[src/rtl/dsync_pkg.sv]
package dsync_pkg;
  localparam int REG_W    = 32;
  localparam int NIB_W    = 4;
  localparam int IN_LSB   = 0;
  localparam int OUT_LSB  = 8;
  localparam int RING_BIT = 13;
  localparam int EN_BIT   = 14;
  localparam int SIDES    = 2;

  // Build the visible word from the stored fields and the mirrored nibble.
  function automatic logic [REG_W-1:0] build_view(
    input logic [NIB_W-1:0] in_nib,
    input logic [NIB_W-1:0] out_nib,
    input logic             accept_en
  );
    logic [REG_W-1:0] w;
    w = '0;
    w[IN_LSB  +: NIB_W] = in_nib;
    w[OUT_LSB +: NIB_W] = out_nib;
    w[EN_BIT]           = accept_en;
    return w;
  endfunction
endpackage

[src/rtl/dsync_side_reg.sv]
module dsync_side_reg
  import dsync_pkg::*;
(
  input  logic             clk,
  input  logic             rst_n,
  input  logic             wr_en,
  input  logic [REG_W-1:0] wr_data,
  output logic [NIB_W-1:0] out_nib,
  output logic             accept_en
);
  always_ff @(posedge clk or negedge rst_n) begin
    if (!rst_n) begin
      out_nib   <= '0;
      accept_en <= 1'b0;
    end else if (wr_en) begin
      out_nib   <= wr_data[OUT_LSB +: NIB_W];
      accept_en <= wr_data[EN_BIT];
    end
  end

  // a write lands in the stored fields at the next edge
  a_r2_load: assert property (@(posedge clk) disable iff (!rst_n)
    wr_en |=> (out_nib == $past(wr_data[OUT_LSB +: NIB_W])) && (accept_en == $past(wr_data[EN_BIT])));

  // no strobe, no change
  a_r7_hold: assert property (@(posedge clk) disable iff (!rst_n)
    !wr_en |=> $stable(out_nib) && $stable(accept_en));
endmodule

[src/rtl/dsync_doorbell.sv]
module dsync_doorbell
  import dsync_pkg::*;
(
  input  logic             wr_en,
  input  logic [REG_W-1:0] wr_data,
  input  logic             remote_accept,
  output logic             ring_pulse
);
  always_comb ring_pulse = wr_en && wr_data[RING_BIT] && remote_accept;
endmodule

[src/rtl/dsync_regs.sv]
module dsync_regs
  import dsync_pkg::*;
(
  input  logic        clk,
  input  logic        rst_n,
  input  logic        wr_en_a,
  input  logic [31:0] wr_data_a,
  output logic [31:0] rd_data_a,
  output logic        irq_to_a,
  input  logic        wr_en_b,
  input  logic [31:0] wr_data_b,
  output logic [31:0] rd_data_b,
  output logic        irq_to_b
);
  logic             wen  [SIDES];
  logic [REG_W-1:0] wdat [SIDES];
  logic [REG_W-1:0] view [SIDES];
  logic [NIB_W-1:0] nib  [SIDES];
  logic             acc  [SIDES];
  logic             ring [SIDES];

  always_comb begin
    wen[0]  = wr_en_a;
    wen[1]  = wr_en_b;
    wdat[0] = wr_data_a;
    wdat[1] = wr_data_b;
  end

  for (genvar s = 0; s < SIDES; s++) begin : g_side
    localparam int PEER = SIDES - 1 - s;

    dsync_side_reg u_reg (
      .clk       (clk),
      .rst_n     (rst_n),
      .wr_en     (wen[s]),
      .wr_data   (wdat[s]),
      .out_nib   (nib[s]),
      .accept_en (acc[s])
    );

    // ring[s]: doorbell delivered to side s, raised by the peer's write
    dsync_doorbell u_bell (
      .wr_en         (wen[PEER]),
      .wr_data       (wdat[PEER]),
      .remote_accept (acc[s]),
      .ring_pulse    (ring[s])
    );

    always_comb view[s] = build_view(nib[PEER], nib[s], acc[s]);
  end

  assign rd_data_a = view[0];
  assign rd_data_b = view[1];
  assign irq_to_a  = ring[0];
  assign irq_to_b  = ring[1];

  // cross mirror between the two views
  a_r4_mirror: assert property (@(posedge clk) disable iff (!rst_n)
    (rd_data_a[3:0] == rd_data_b[11:8]) && (rd_data_b[3:0] == rd_data_a[11:8]));

  // a doorbell only reaches a side whose view shows its enable
  a_r6_gate_a: assert property (@(posedge clk) disable iff (!rst_n)
    irq_to_a |-> rd_data_a[14] && wr_en_b && wr_data_b[13]);
  a_r6_gate_b: assert property (@(posedge clk) disable iff (!rst_n)
    irq_to_b |-> rd_data_b[14] && wr_en_a && wr_data_a[13]);

  // unused and write-only bits read zero
  a_r3_zero_bits: assert property (@(posedge clk) disable iff (!rst_n)
    ((rd_data_a & 32'hFFFF_B0F0) == 32'h0) && ((rd_data_b & 32'hFFFF_B0F0) == 32'h0));
endmodule

[config.mk]
export PLATFORM = sky130hd
export DESIGN_NAME = dsync_regs
export DESIGN_NICKNAME = d
export VERILOG_FILES = /design/src/rtl/dsync_pkg.sv /design/src/rtl/dsync_side_reg.sv /design/src/rtl/dsync_doorbell.sv /design/src/rtl/dsync_regs.sv
export SDC_FILE = /design/constraint.sdc
export NUM_CORES = 1
export LEC_CHECK = 0
export CAP_MARGIN = 20
export CORE_AREA = 4 4 49 51
export CTS_CLUSTER_DIAMETER = 50
export DETAILED_ROUTE_END_ITERATION = 10
export DIE_AREA = 0 0 53 55
export DONT_BUFFER_PORTS = 1
export PLACE_DENSITY = 0.61
export SLEW_MARGIN = 25
export SYNTH_ARGS = -nofsm -noshare
export SYNTH_HDL_FRONTEND = slang
export SYNTH_SLANG_ARGS = --single-unit
[constraint.sdc]
create_clock -name clk -period 1.5 [get_ports clk]
set_clock_uncertainty 0.2 [all_clocks]
set_input_delay 0.075 -clock clk [delete_from_list [all_inputs] [get_ports clk]]
set_output_delay 0.075 -clock clk [all_outputs]
set_load 0.02 [all_outputs]
==> metrics <==
Leak Pwr=roughly 0.44 nW; CTS Buffer Depth=2; dpl ws=approximately 0.43 ns; Critical Path Fanout Max=3; WP data arrival=~1.1 ns; detailed-route vias per instance=about 3.4; Die Wd=~53 um; kind of critical path=reg2out; FILL cells=around 190; power density of the placed cells=roughly 1000 nW/um^2; Synth-to-Final Area Change=4.84%; hpwl dp=~970 um; Clock Latency Late Sink=approximately 0.25 ns; Pre-antenna DRT Iters=1; layout cells sized above 1=0.250; Startpoint Class=flop; run status=complete, no violations; unrepaired setup endpoints after global routing=no; Design Area, Final=~840 um^2; part of the cycle the worst path needs=0.880; post-synth cell types=5; Post-DP Area=roughly 640 um^2; port bufs=0; CTS clk-pin slew, worst paths=roughly 0.060 ns; Die Height=about 55 um; final hold violation count=0; Diodes inserted=0; CTS Root Cell=clkbuf_4; area of the core=between 1500 and 2000 um^2; DRC errors left=0; busiest metal layer after global routing=met2; average wire per standard cell=between 10 and 15 um; GRT Util Overall=0.0790; first-pass GRT wire length=about 1600 um; CP required=about 1.2 ns; final setup vio count=0; clock power share=0.284; CTS Sinks=10; Hold Path Class=in2out; H-tree levels=1; number of max-cap violations=0; switching pwr=0.000313 W; post-CTS sizing=0; largest net degree at the start of global routing=11; Max Slew Vio Count=0; CTS Buf Count=3; Worst VDD drop=~0.00070 V; Nets=165; postcts setup bufs=0; switching share of power=0.374; CTS tree=built; Final WS setup=0.180 ns; mapped cell area=between 800 and 900 um^2; Top-Level Pins=between 100 and 150; initial antenna violation count=0; syn_area_per_cell=10.2 um^2; routing usage on met3=0.0349; Internal Dissipation=0.000524 W; Comb power frac=0.334; Worst path max stage delay=about 0.49 ns; total congestion overflow=0; Routability Congestion=between 0.5 and 0.6; via count=413; FP Rows=16; 1st-iter DRT viols=0; fin crit period=about 1.3 ns; FF+latch count, synth=10; die area=roughly 2900 um^2; GRT met2 Usage=0.151; Crit path max-delay family=flip-flops; grt met1 use=0.0659; Seq pwr share=0.382; setup tns final=0 ns; cells along the critical path=and3_2; CP endpoint kind=output pin; final WL=approximately 1300 um; Syn. warnings=0; Buf/Inv on CP=0; register area share after synthesis=0.312; vias in the first global route=slightly below 400; antenna-violating nets left=0; synthesized instance count=79; critical path's slowest cell=dfrtp_1; Starting Density=0.413; Max Clock Freq=around 760 MHz
-- worst paths after layout --
path,startpoint,end,slack (ns),cells after the start
max,g_side[1].u_reg.accept_en$_DFFE_PN0P_,irq_to_b,0.18,1
min in group asynchronous,rst_n,g_side[0].u_reg.out_nib[1]$_DFFE_PN0P_,0.54,2
min reg2reg,g_side[0].u_reg.out_nib[0]$_DFFE_PN0P_,g_side[0].u_reg.out_nib[0]$_DFFE_PN0P_,0.31,1
max reg2reg,g_side[1].u_reg.accept_en$_DFFE_PN0P_,g_side[1].u_reg.accept_en$_DFFE_PN0P_,0.41,1
max in group asynchronous,rst_n,g_side[1].u_reg.out_nib[1]$_DFFE_PN0P_,0.22,2
min,wr_en_b,irq_to_a,0.15,1
-- through the flow --
stage / total power [W] / cells / utilization / hold WS [ns]
floorplan: 0.000647 / 124 / - / -0.421
global placement: 0.000557 / 103 / 0.332 / -0.420
detailed placement: 0.000561 / 103 / 0.332 / -0.420
CTS: 0.000843 / 123 / 0.433 / 0.151
global route: 0.000883 / 123 / 0.433 / 0.154
finish: 0.000837 / 123 / 0.433 / 0.152
-- cells in the mapped netlist --
master	number	area, um^2
and3_2	2	15.0
buf_4	56	420
conb_1	1	3.75
dfrtp_1	10	250
mux2_2	10	113
-- placed cells by master (no fill, tap or decap) --
cell / synthesis / final
conb_1: 1 / 46
clkbuf_4: 0 / 3
buf_4: 56 / 8
clkbuf_8: 0 / 1
mux2_2: 10 / 10
dlygate4sd3_1: 0 / 16
and3_2: 2 / 2
dfrtp_1: 10 / 10
-- cell families after synthesis --
group	Yosys count	share of synthesized area
buffers and inverters	56	0.524
multiplexers	10	0.140
flip-flops	10	0.312
AND/OR/NAND/NOR	2	0.0187
other	1	0.00468
-- cell type report --
type / instances / area (um^2) / share of cell area
flip-flops and latches: 10 / 250 / 0.298
multi-input cells: 58 / 300 / 0.357
well taps: 27 / 33.8 / 0.0402
repair buffers: 24 / 220 / 0.262
clock buffers: 4 / 36.3 / 0.0432
-- sequential cells by signal (all words and copies together), names as in the netlist --
| name | count |
|---|---|
| g_side.u_reg.accept_en | 2 |
| g_side.u_reg.out_nib | 8 |
-- power by group through the flow --
| stage | registers (W) | logic (W) | clock network (W) |
|---|---|---|---|
| floorplan | 0.000346 | 0.000301 | 0 |
| global placement | 0.000323 | 0.000234 | 0 |
| detailed placement | 0.000325 | 0.000236 | 0 |
| CTS | 0.000320 | 0.000280 | 0.000243 |
| global route | 0.000323 | 0.000303 | 0.000257 |
| finish | 0.000320 | 0.000280 | 0.000237 |
-- layer usage --
metal / routed length (um) / part of all wire
met1: 343 / 0.27
met2: 708 / 0.56
met3: 210 / 0.17
met5: 0 / 0
met4: 0 / 0
-- repair_timing --
action / in CTS / in global routing
hold buffers: 16 / 2
hold endpoints to repair: 20 / 2
setup endpoints to repair: 0 / 2
Power figures use the tool's default switching activity.
